--- src/rtl/serial_wiper_ctl.sv ---
module serial_wiper_ctl #(
  parameter int CODE_W      = 8,
  parameter int SYNC_STAGES = 2,
  parameter bit ONEHOT_EN   = 1'b1,
  localparam int TAPS  = 1 << CODE_W,
  localparam int CNT_W = $clog2(CODE_W + 1)
) (
  input  logic              clk,
  input  logic              rst_n,
  input  logic              sel_n_pin,
  input  logic              sclk_pin,
  input  logic              sdata_pin,
  output logic [CODE_W-1:0] wiper_code,
  output logic [TAPS-1:0]   tap_onehot,
  output logic              code_updated
);

  localparam logic [CODE_W-1:0] MID_CODE = CODE_W'(1) << (CODE_W - 1);
  localparam logic [CNT_W-1:0]  FULL_CNT = CNT_W'(CODE_W);

  logic [SYNC_STAGES-1:0] sclk_sy, sdat_sy, sel_sy;
  logic sclk_q, sel_q;

  always_ff @(posedge clk or negedge rst_n)
    if (!rst_n) begin
      sclk_sy <= '0;
      sdat_sy <= '0;
      sel_sy  <= '1;
      sclk_q  <= 1'b0;
      sel_q   <= 1'b1;
    end else begin
      sclk_sy <= {sclk_sy[SYNC_STAGES-2:0], sclk_pin};
      sdat_sy <= {sdat_sy[SYNC_STAGES-2:0], sdata_pin};
      sel_sy  <= {sel_sy[SYNC_STAGES-2:0],  sel_n_pin};
      sclk_q  <= sclk_sy[SYNC_STAGES-1];
      sel_q   <= sel_sy[SYNC_STAGES-1];
    end

  logic sclk_s, sdat_s, sel_s;
  assign sclk_s = sclk_sy[SYNC_STAGES-1];
  assign sdat_s = sdat_sy[SYNC_STAGES-1];
  assign sel_s  = sel_sy[SYNC_STAGES-1];

  logic sclk_rise, sel_fall, sel_rise, full, commit;
  assign sclk_rise = sclk_s & ~sclk_q;
  assign sel_fall  = ~sel_s & sel_q;
  assign sel_rise  = sel_s & ~sel_q;

  logic [CODE_W-1:0] shreg;
  logic [CNT_W-1:0]  bit_cnt;

  assign full   = (bit_cnt == FULL_CNT);
  assign commit = sel_rise & full;

  always_ff @(posedge clk or negedge rst_n)
    if (!rst_n) begin
      shreg   <= '0;
      bit_cnt <= '0;
    end else if (sel_fall) begin
      shreg   <= '0;
      bit_cnt <= '0;
    end else if (!sel_s && sclk_rise) begin
      shreg   <= {shreg[CODE_W-2:0], sdat_s};
      bit_cnt <= full ? bit_cnt : bit_cnt + CNT_W'(1);
    end

  always_ff @(posedge clk or negedge rst_n)
    if (!rst_n) begin
      wiper_code   <= MID_CODE;
      code_updated <= 1'b0;
    end else begin
      code_updated <= commit;
      if (commit) wiper_code <= shreg;
    end

  generate
    if (ONEHOT_EN) begin : g_onehot
      assign tap_onehot = TAPS'(1) << wiper_code;
    end else begin : g_no_onehot
      assign tap_onehot = '0;
    end
  endgenerate

endmodule

--- config.mk ---
export PLATFORM = sky130hd
export DESIGN_NAME = serial_wiper_ctl
export DESIGN_NICKNAME = d
export VERILOG_FILES = /design/src/rtl/serial_wiper_ctl.sv
export SDC_FILE = /design/constraint.sdc
export NUM_CORES = 1
export LEC_CHECK = 0
export BUFFER_PORTS_ARGS = -buffer_cell sky130_fd_sc_hd__buf_2
export CORE_AREA = 3 3 103 105
export DETAILED_ROUTE_END_ITERATION = 6
export DIE_AREA = 0 0 106 108
export GPL_TIMING_DRIVEN = 1
export MAX_ROUTING_LAYER = met4
export PLACE_DENSITY = 0.66
export SLEW_MARGIN = 10
export SYNTH_ARGS = -nofsm -noshare
export SYNTH_HDL_FRONTEND = slang
export SYNTH_SLANG_ARGS = --single-unit
--- constraint.sdc ---
create_clock -name clk -period 2.25 [get_ports clk]
set_clock_uncertainty 0.15 [all_clocks]
set_input_delay 0.3375 -clock clk [delete_from_list [all_inputs] [get_ports clk]]
set_output_delay 0.3375 -clock clk [all_outputs]
set_load 0.005 [all_outputs]
==> qor.txt, run 1 <==
=================================================================================
Number of slew-limit violations in the final report                             0
Global-route track usage on met3                                          0.03522
Area inside the core boundary                                            9729 µm²
Clock sink count                                                               29
Post-layout total power                                                  1.135 mW
Chip Height                                                                108 µm
Launching element type of the critical path                             flip-flop
GRT Max-Usage Layer                                                          met2
Seq/Total Area, Yosys                                                      0.2567
Total routing resource utilization after global routing                    0.2040
Synth area leader                                                    sky130_fd_sc_hd__nor2_1
Post-synthesis instance area                                             2846 µm²
Routed vias                                                                  4108
Mean cell area of the mapped netlist                                    5.762 µm²
DRT Wirelength                                                           12500 µm
Detailed placer's ending HPWL                                             9599 µm
Outcome                                                              finished, final reports clean
Post-route minimum period                                                2.169 ns
Clock tree buffer depth                                                         2
Total clock buffers created by CTS                                              5
Synth Net Count                                                               501
Commonest cells after routing, fill and taps aside                   sky130_fd_sc_hd__buf_2 (269), sky130_fd_sc_hd__nor2_1 (257), sky130_fd_sc_hd__nand2_1 (56)
Total instance count after detailed placement                                 876
Relative slew margins                                                      0.5949
Final std cells w/o fill                                                      895
Clock network latency to the later pin of the worst-skew pair             0.28 ns
Static leakage                                                           2.710 nW
Hold Path Class                                                      primary input to flip-flop
Met1 Use GR                                                                0.2407
Average wire length per cell after detail routing                        13.96 µm
Commonest non-fill, non-tap cell in the layout                       sky130_fd_sc_hd__buf_2
Row count                                                                      36
Clock tree from TritonCTS                                                    done
Tightest Pin Transition                                                 0.6077 ns
Total Die Area                                                          11450 µm²
Number of nets still failing antenna checks after routing                       0
Number of unique standard cell types used by synthesis                         35
Final layout net count                                                        768
Max IR drop VDD                                                       0.0004047 V
Count of input and output buffers                                             269
Setup slack of the critical path after layout                          0.08102 ns
Number of storage elements in the synthesis netlist                            29
DRC violation count after routing                                               0
Largest net degree at the start of global routing                              30
Number of endpoints failing setup at the final stage                            0
# IOs                                                                         270
Via-to-Cell Ratio                                                           4.590
Final RePlAce weighted congestion                                          0.7963
Synth-to-Final Area Change                                                 62.51%
Highest achievable clock rate                                          0.4610 GHz
Overflow after GRT                                                              0
Max_cap viols                                                                   0
Top cells by area in the synthesized netlist                         sky130_fd_sc_hd__nor2_1 (34%), sky130_fd_sc_hd__dfrtp_1 (22%), sky130_fd_sc_hd__nand2_1 (7.5%), sky130_fd_sc_hd__nand3_1 (4.7%), sky130_fd_sc_hd__buf_2 (4.2%)
Iteration-0 DRC Markers                                                       347
Final-report hold violation count                                               0
Detailed-router iteration count before antenna repair                           4
Worst endpoint data arrival time                                          1.68 ns
Count of inserted antenna diode cells                                           0
Maximum level of the CTS H-tree                                                 2
Post-placement setup slack                                              0.1628 ns
Yosys warns                                                                     0
Starting density of the core                                               0.2926
Required time of the critical path                                        1.76 ns
Power per unit of standard cell area                                 245.3 nW/µm²
Worst slack on hold paths                                             0.009714 ns
GR Layer Usage met2                                                        0.3620
Setup slack of the most critical reg-to-reg path                          0.40 ns
Wire length of the first global-routing pass                             18660 µm
Worst setup path category                                            flip-flop to output pin
Cell at the root of the clock tree                                   sky130_fd_sc_hd__clkbuf_8
CP Capture Type                                                        output pin
Vias in the first global route                                               3514
Ratio of cells with drive above 1 in the final layout                      0.4606
Area share of the largest cell type after synthesis                        0.3429
Post-synthesis instance total                                                 494
Initial antenna violation count                                                 0
Final critical-path share of the clock period                              0.9640
Horizontal extent of the die                                               106 µm
Register clock-pin slew on the reported worst setup and hold paths        0.06 ns
Crit path max fanout                                                           20
=================================================================================
==> routing by layer <==
layer  wire length (µm)  share of wire
met5                  0              0
met4                202          0.016
met3                783          0.063
met2               6353           0.51
met1               5155           0.41
==> cells in the mapped netlist <==
cell type / count
sky130_fd_sc_hd__nor3b_1: 3
sky130_fd_sc_hd__mux2_2: 8
sky130_fd_sc_hd__nor2b_1: 5
sky130_fd_sc_hd__buf_4: 2
sky130_fd_sc_hd__o21ai_0: 4
sky130_fd_sc_hd__nand2b_1: 10
sky130_fd_sc_hd__dfstp_2: 4
sky130_fd_sc_hd__nand2_2: 1
sky130_fd_sc_hd__o31ai_1: 1
sky130_fd_sc_hd__and3_1: 2
sky130_fd_sc_hd__clkbuf_2: 2
sky130_fd_sc_hd__nand2_1: 57
sky130_fd_sc_hd__inv_1: 4
sky130_fd_sc_hd__and2b_1: 5
sky130_fd_sc_hd__clkbuf_1: 9
sky130_fd_sc_hd__a21oi_1: 12
sky130_fd_sc_hd__nand3_1: 27
sky130_fd_sc_hd__buf_2: 24
sky130_fd_sc_hd__and4bb_2: 2
sky130_fd_sc_hd__or3_1: 3
sky130_fd_sc_hd__nand4_1: 1
sky130_fd_sc_hd__dfrtp_1: 25
sky130_fd_sc_hd__or3b_1: 1
sky130_fd_sc_hd__ha_1: 2
sky130_fd_sc_hd__nor2_1: 260
sky130_fd_sc_hd__and2_0: 2
sky130_fd_sc_hd__and3b_1: 4
sky130_fd_sc_hd__nor2_2: 1
sky130_fd_sc_hd__nand4b_2: 1
sky130_fd_sc_hd__nor3b_2: 2
sky130_fd_sc_hd__or2_2: 2
sky130_fd_sc_hd__nor3_4: 1
sky130_fd_sc_hd__buf_1: 3
sky130_fd_sc_hd__nand3b_1: 3
sky130_fd_sc_hd__and2_1: 1
==> sequential cells by signal, indices dropped and copies added, names as in the netlist <==
name,cells
sclk_sy,2
bit_cnt,4
sel_sy,2
wiper_code,8
sel_q,1
code_updated,1
shreg,8
sclk_q,1
sdat_sy,2
==> logic make-up after synthesis <==
kind of cell | count (synthesis) | synth area share
buffers and inverters | 44 | 0.07209
and+or+nand+nor | 394 | 0.6000
DFF | 29 | 0.2567
adders and majority gates | 2 | 0.008790
AOI/OAI and AO/OA | 17 | 0.03077
muxes | 8 | 0.03165
==> through the flow <==
step	instance area [µm²]	TNS, ns	util
6_report	4626	0	0.4754
5_1_grt	4626	-0.004336	0.4754
4_1_cts	4506	0	0.4631
3_5_place_dp	4319	0	0.4439
3_3_place_gp	4319	0	0.4439
2_1_floorplan	2846	0	-
==> worst max-delay path, stage by stage, from the launching register on <==
cell and delay, ns:
sky130_fd_sc_hd__dfrtp_1 0.48, sky130_fd_sc_hd__or3_1 0.39, sky130_fd_sc_hd__buf_4 0.22, sky130_fd_sc_hd__nor2_2 0.17, sky130_fd_sc_hd__buf_2 0.13
==> cell type report <==
| class | count | area [µm²] |
|---|---|---|
| fill | 1088 | 5104 |
| multi-input combinational | 421 | 1993 |
| timing repair buffer | 300 | 1594 |
| sequential | 29 | 740.7 |
| tap | 133 | 166.4 |
| clock buffer | 7 | 86.33 |
| clock inverter | 1 | 30.03 |
| inverter | 4 | 15.01 |
==> report_power, final <==
part	internal [mW]	switching, mW	leakage [nW]
registers	0.537	0.00807	0.371
logic	0.0161	0.0258	2.28
clock network	0.360	0.188	0.0585
total	0.913	0.222	2.71
==> timing repair <==
item	in CTS	in global routing
resized for setup	9	26
cloned	0	1
pin swaps	0	2
hold buffers	3	0
setup endpoints to repair	126	215
hold endpoints to repair	27	0
buffers inserted	1	6
==> worst paths after layout <==
path / start / end / cells past startpoint
worst max-delay path: wiper_code[3]$_DFFE_PN0P_ / tap_onehot[5] / 4
worst min-delay path: sel_n_pin / sel_sy[0]$_DFF_PN1_ / 1
worst max register to register: bit_cnt[0]$_DFFE_PN0P_ / wiper_code[6]$_DFFE_PN0P_ / 6
worst min register to register: sclk_sy[0]$_DFF_PN0_ / sclk_sy[1]$_DFF_PN0_ / 0
max in group asynchronous: rst_n / wiper_code[4]$_DFFE_PN0P_ / 2
min in group asynchronous: rst_n / bit_cnt[0]$_DFFE_PN0P_ / 2
Note: power is estimated with default switching activity, not from simulation.
==> run 2, diff against run 1 <==
--- a/config.mk
+++ b/config.mk
@@ -11,7 +11,7 @@
 export DIE_AREA = 0 0 106 108
 export GPL_TIMING_DRIVEN = 1
 export MAX_ROUTING_LAYER = met4
-export PLACE_DENSITY = 0.66
+export PLACE_DENSITY = 0.62
 export SLEW_MARGIN = 10
 export SYNTH_ARGS = -nofsm -noshare
 export SYNTH_HDL_FRONTEND = slang
==> qor.txt, run 2 (synthesis results as in run 1) <==
=================================================================================
Outcome                                                              finished, final reports clean
Initial antenna violation count                                                 0   unchanged
Final critical-path share of the clock period                              0.9653   +0.001323
Number of buffer and inverter instances along the worst setup path              2   unchanged
# IOs                                                                         270   unchanged
Startpoint of the lowest-slack register-to-register path             bit_cnt[0]$_DFFE_PN0P_
Power per unit of standard cell area                                 214.9 nW/µm²   -12%
Clock sink count                                                               29   unchanged
Total instance count after detailed placement                                 874   -0.23%
Overflow after GRT                                                              0   unchanged
Vias in the first global route                                               3720   +5.9%
Biggest registers after layout                                       shreg (8), wiper_code (8), bit_cnt (4)
Worst setup path category                                            flip-flop to output pin
Max_cap viols                                                                   0   unchanged
Stages on worst setup path                                                      5   +1
Synth-to-Final Area Change                                                 63.03%
DRC violation count after routing                                               0   unchanged
Ratio of cells with drive above 1 in the final layout                      0.4653   +0.004639
RSZ-0062 raised after global routing                                          yes
Filler instances                                                              996   -8.5%
FF-to-FF End                                                         wiper_code[3]$_DFFE_PN0P_
Detailed placer's ending HPWL                                            10160 µm   +5.9%
Final-report hold violation count                                               0   unchanged
Post-route minimum period                                                2.172 ns   +0.002976 ns
Highest achievable clock rate                                          0.4604 GHz   -0.14%
Cell at the root of the clock tree                                   sky130_fd_sc_hd__clkbuf_8
Chip Height                                                                108 µm   unchanged
Crit path max fanout                                                           20   unchanged
CP Capture Type                                                        output pin
Tightest Pin Transition                                                 0.6236 ns   +0.01594 ns
Required time of the critical path                                        1.76 ns   about the same
Largest stage delay on the critical path                                  0.62 ns   +0.14 ns
Total clock buffers created by CTS                                              5   unchanged
Maximum level of the CTS H-tree                                                 2   unchanged
Number of endpoints failing setup at the final stage                            0   unchanged
Clock tree buffer depth                                                         2   unchanged
Reg2reg path depth                                                              6   unchanged
Total routing resource utilization after global routing                    0.2144   +0.01035
Launching element type of the critical path                             flip-flop
Detailed-router iteration count before antenna repair                           5   +1
Wire length of the first global-routing pass                             19610 µm   +5.1%
Register clock-pin slew on the reported worst setup and hold paths        0.06 ns   about the same
DRT Wirelength                                                           13030 µm   +4.3%
Critical Path Start                                                  wiper_code[7]$_DFFE_PN1P_
Worst endpoint data arrival time                                          1.68 ns   about the same
Commonest cells after routing, fill and taps aside                   sky130_fd_sc_hd__buf_2 (269), sky130_fd_sc_hd__nor2_1 (259), sky130_fd_sc_hd__nand2_1 (55)
Row count                                                                      36   unchanged
Total Die Area                                                          11450 µm²   unchanged
Largest net degree at the start of global routing                              30   unchanged
Relative slew margins                                                      0.5842   -0.01063
Setup slack of the most critical reg-to-reg path                          0.31 ns   -0.09 ns
Dominant delay contributor by cell family on the critical path         flip-flops
Routed vias                                                                  4175   +1.6%
Final total negative setup slack                                             0 ns   unchanged
Count of inserted antenna diode cells                                           0   unchanged
Final layout net count                                                        769   +0.13%
Static leakage                                                           2.703 nW   -0.26%
Hold Path Class                                                      flip-flop to flip-flop
Final std cells w/o fill                                                      896   +0.11%
Clock network latency to the later pin of the worst-skew pair             0.28 ns   about the same
Termination of the worst setup path                                  tap_onehot[57]
Number of nets still failing antenna checks after routing                       0   unchanged
Count of input and output buffers                                             269   unchanged
Area inside the core boundary                                            9729 µm²   unchanged
Commonest non-fill, non-tap cell in the layout                       sky130_fd_sc_hd__buf_2
Max IR drop VDD                                                       0.0002790 V   -31%
Via-to-Cell Ratio                                                           4.660   +1.5%
Critical path's slowest cell                                         sky130_fd_sc_hd__dfstp_2
Worst slack on hold paths                                               0.1973 ns   +0.1875 ns
Starting density of the core                                               0.2926   unchanged
Horizontal extent of the die                                               106 µm   unchanged
Clock tree from TritonCTS                                                    done
Ordered list of cells on the worst path                              and2b_2, nand2b_1, buf_8, nor2_1, buf_2
Iteration-0 DRC Markers                                                       460   +33%
Reg area                                                                738.2 µm²   -0.34%
Number of slew-limit violations in the final report                             0   unchanged
Multi-input gate area                                                    2011 µm²   +0.88%
Average wire length per cell after detail routing                        14.55 µm   +4.2%
Final RePlAce weighted congestion                                          0.8544   +7.3%
=================================================================================
## run 2: cell count changes in the layout (fill, tap and decap cells not counted), sizes merged
cell | previous run | this run
buf | 296 | 297
bufinv | 1 | 0
clkbuf | 8 | 5
clkinv | 0 | 2
clkinvlp | 0 | 1
dlygate4sd3 | 3 | 4
## run 2: cell type report
| class | instances | share of cell area |
|---|---|---|
| Clock inverter | 3 | 0.003775 |
| Timing Repair Buffer | 301 | 0.3500 |
| Multi-Input combinational cell | 421 | 0.4333 |
| Tap cell | 133 | 0.03586 |
| Sequential cell | 29 | 0.1591 |
| Clock buffer | 5 | 0.01483 |
| Inverter | 4 | 0.003235 |
## run 2: repair_timing
item / in CTS / in global routing
gates resized for setup: 10 / 28
endpoints found under the setup margin: 134 / 213
buffers inserted: 3 / 7
hold buffers: 3 / 1
hold endpoints to repair: 27 / 1
pin swaps: 1 / 2
## run 2: metrics by stage
stage | cell area [µm²] | power (mW) | utilization | setup WS [ns]
CTS | 4487 | 1.014 | 0.4612 | 0.004605
global route | 4641 | 1.064 | 0.4770 | -0.01633
global placement | 4317 | 0.5920 | 0.4437 | 0.1375
detailed placement | 4317 | 0.5940 | 0.4437 | 0.1232
floorplan | 2846 | 0.5724 | - | 0.5090
finish | 4641 | 0.9973 | 0.4770 | 0.07805
## run 2: layer usage
metal	routed length (µm)	up-vias	GRT usage
li1	-	2063	-
met1	5046	1932	0.2426
met2	6883	162	0.3857
met3	806	18	0.04299
met4	297	0	0.06105
met5	0	-	-
## run 2: worst min path at each step
stage / slack, ns / cells past startpoint / start / endpoint
after floorplan: -0.11 / 0 / rst_n / bit_cnt[0]$_DFFE_PN0P_
after CTS: 0.002 / 1 / sclk_pin / sclk_sy[0]$_DFF_PN0_
after global routing: 0.22 / 0 / sdat_sy[0]$_DFF_PN0_ / sdat_sy[1]$_DFF_PN0_
after detailed placement: 0.18 / 0 / sclk_sy[0]$_DFF_PN0_ / sclk_sy[1]$_DFF_PN0_
final: 0.20 / 0 / sclk_sy[0]$_DFF_PN0_ / sclk_sy[1]$_DFF_PN0_
after global placement: 0.18 / 0 / sdat_sy[0]$_DFF_PN0_ / sdat_sy[1]$_DFF_PN0_
## run 2: worst register-to-register path: stages, from the launching register on
cell and delay (ns):
sky130_fd_sc_hd__dfrtp_1 0.41, sky130_fd_sc_hd__inv_1 0.10, sky130_fd_sc_hd__ha_1 0.20, sky130_fd_sc_hd__nand3b_1 0.15, sky130_fd_sc_hd__nor3b_1 0.25, sky130_fd_sc_hd__buf_4 0.22, sky130_fd_sc_hd__mux2_2 0.35
## run 2: power by group
part	internal [mW]	total, mW	switching [mW]
registers	0.536	0.545	0.00845
logic	0.0177	0.0456	0.0279
clock network	0.213	0.407	0.194
total	0.767	0.997	0.231
==> run 3, diff against run 2 <==
--- a/config.mk
+++ b/config.mk
@@ -10,7 +10,6 @@
 export DETAILED_ROUTE_END_ITERATION = 6
 export DIE_AREA = 0 0 106 108
 export GPL_TIMING_DRIVEN = 1
-export MAX_ROUTING_LAYER = met4
 export PLACE_DENSITY = 0.62
 export SLEW_MARGIN = 10
 export SYNTH_ARGS = -nofsm -noshare
==> qor.txt, run 3 (synthesis results as in run 1) <==
=================================================================================
Static leakage                                                           2.701 nW   about the same
Ratio of cells with drive above 1 in the final layout                      0.4653   unchanged
Max_cap viols                                                                   0   unchanged
Clock tree buffer depth                                                         2   unchanged
Clock tree from TritonCTS                                                    done
Tightest Pin Transition                                                 0.6307 ns   +0.007045 ns
Launching element type of the critical path                             flip-flop
Logic gate share of total power                                             0.045   about the same
Horizontal extent of the die                                               106 µm   unchanged
Required time of the critical path                                        1.76 ns   about the same
Post-route minimum period                                                2.177 ns   +0.005331 ns
Initial antenna violation count                                                 0   unchanged
Hold Path Class                                                      flip-flop to flip-flop
Sequential share of power                                                   0.546   about the same
Multi-input gate area                                                    2011 µm²   unchanged
Clock sink count                                                               29   unchanged
Final critical-path share of the clock period                              0.9677   +0.002369
Row count                                                                      36   unchanged
Internal power component                                                0.7667 mW   about the same
Switching fraction of total power                                          0.2323   +0.001118
Final std cells w/o fill                                                      896   unchanged
Power per unit of standard cell area                                 215.4 nW/µm²   +0.23%
Total instance count after detailed placement                                 874   unchanged
Starting density of the core                                               0.2926   unchanged
Final-report hold violation count                                               0   unchanged
Total routing resource utilization after global routing                    0.2081   -0.006339
CP Capture Type                                                        output pin
# IOs                                                                         270   unchanged
Overflow after GRT                                                              0   unchanged
Commonest cells after routing, fill and taps aside                   sky130_fd_sc_hd__buf_2 (269), sky130_fd_sc_hd__nor2_1 (259), sky130_fd_sc_hd__nand2_1 (55)
Register clock-pin slew on the reported worst setup and hold paths        0.07 ns   about the same
Synth-to-Final Area Change                                                 62.90%   about the same
Iteration-0 DRC Markers                                                       517   +12%
Largest net degree at the start of global routing                              30   unchanged
Wire length of the first global-routing pass                             19650 µm   +0.21%
Crit path max fanout                                                           20   unchanged
Net load switching power                                                0.2320 mW   +0.63%
Final RePlAce weighted congestion                                          0.8413   -1.5%
Average wire length per cell after detail routing                        14.46 µm   -0.58%
Worst endpoint data arrival time                                          1.69 ns   about the same
RSZ-0062 raised after global routing                                          yes
Chip Height                                                                108 µm   unchanged
Via-to-Cell Ratio                                                           4.637   -0.48%
Number of nets still failing antenna checks after routing                       0   unchanged
Vias in the first global route                                               3723   +0.081%
Relative slew margins                                                      0.5795   -0.004697
Cell at the root of the clock tree                                   sky130_fd_sc_hd__clkbuf_8
Detailed-router iteration count before antenna repair                           4   -1
Maximum level of the CTS H-tree                                                 2   unchanged
Biggest registers after layout                                       shreg (8), wiper_code (8), bit_cnt (4)
Number of endpoints failing setup at the final stage                            0   unchanged
Worst slack on hold paths                                               0.1972 ns   -0.00004100 ns
Number of slew-limit violations in the final report                             0   unchanged
Reg area                                                                738.2 µm²   unchanged
Outcome                                                              finished, final reports clean
Total Die Area                                                          11450 µm²   unchanged
Count of inserted antenna diode cells                                           0   unchanged
Area inside the core boundary                                            9729 µm²   unchanged
Routed vias                                                                  4155   -0.48%
Worst setup path category                                            flip-flop to output pin
Commonest non-fill, non-tap cell in the layout                       sky130_fd_sc_hd__buf_2
DRT Wirelength                                                           12960 µm   -0.58%
Max IR drop VDD                                                       0.0002783 V   -0.23%
Highest achievable clock rate                                          0.4593 GHz   -0.24%
Final total negative setup slack                                             0 ns   unchanged
Clock network fraction of design power                                      0.409   about the same
DRC violation count after routing                                               0   unchanged
Detailed placer's ending HPWL                                            10160 µm   unchanged
Count of input and output buffers                                             269   unchanged
Final layout net count                                                        769   unchanged
Clock network latency to the later pin of the worst-skew pair             0.28 ns   about the same
Total clock buffers created by CTS                                              5   unchanged
Filler instances                                                              997   +0.10%
=================================================================================
[run 3: cell type report]
| type | count | area share |
|---|---|---|
| tap | 133 | 0.03589 |
| multi-input combinational | 421 | 0.4336 |
| clock inverter | 3 | 0.003778 |
| inverter | 4 | 0.003238 |
| sequential | 29 | 0.1592 |
| clock buffer | 5 | 0.01484 |
| timing repair buffer | 301 | 0.3494 |
[run 3: per-layer routing]
layer,vias up,part of all wire,global-route usage
met5,-,0,0
met4,0,0.022,0.05828
met3,18,0.065,0.04179
met2,165,0.52,0.3857
met1,1907,0.39,0.2437
li1,2065,-,-
[run 3: repair_timing]
item | 4_1_cts | 5_1_grt
hold endpoints to repair | 27 | 1
gates resized for setup | 10 | 27
setup buffers | 3 | 7
endpoints found under the setup margin | 134 | 209
pin swaps | 1 | 2
hold buffers | 3 | 1
[run 3: worst paths after layout]
path,startpoint,to,slack (ns),cells after the start
setup / recovery,wiper_code[7]$_DFFE_PN1P_,tap_onehot[57],0.07,5
hold / removal,sclk_sy[0]$_DFF_PN0_,sclk_sy[1]$_DFF_PN0_,0.20,0
setup reg to reg,bit_cnt[0]$_DFFE_PN0P_,wiper_code[3]$_DFFE_PN0P_,0.33,6
hold reg to reg,sclk_sy[0]$_DFF_PN0_,sclk_sy[1]$_DFF_PN0_,0.20,0
max in group asynchronous,rst_n,wiper_code[5]$_DFFE_PN0P_,1.05,2
min in group asynchronous,rst_n,sdat_sy[0]$_DFF_PN0_,0.46,2
[run 3: critical path, stage by stage, from the launching register on]
cell	delay, ns
sky130_fd_sc_hd__dfstp_2	0.61
sky130_fd_sc_hd__and2b_2	0.28
sky130_fd_sc_hd__nand2b_1	0.09
sky130_fd_sc_hd__buf_6	0.18
sky130_fd_sc_hd__nor2_1	0.09
sky130_fd_sc_hd__buf_2	0.13
[run 3: stage by stage]
| stage | util | setup slack [ns] | total power [mW] | area [µm²] |
|---|---|---|---|---|
| after floorplan | - | 0.5090 | 0.5724 | 2846 |
| after CTS | 0.4612 | 0.004605 | 1.014 | 4487 |
| after global routing | 0.4766 | -0.01696 | 1.062 | 4637 |
| after global placement | 0.4437 | 0.1375 | 0.5920 | 4317 |
| final | 0.4766 | 0.07271 | 0.9987 | 4637 |
| after detailed placement | 0.4437 | 0.1232 | 0.5940 | 4317 |
[run 3: power by group through the flow]
stage                     logic (mW)  registers, mW  clock network, mW
after global routing          0.0531          0.547              0.462
after CTS                     0.0456          0.545              0.424
after detailed placement      0.0397          0.554                  0
after floorplan               0.0205          0.552                  0
final                         0.0454          0.545              0.408
after global placement        0.0385          0.553                  0
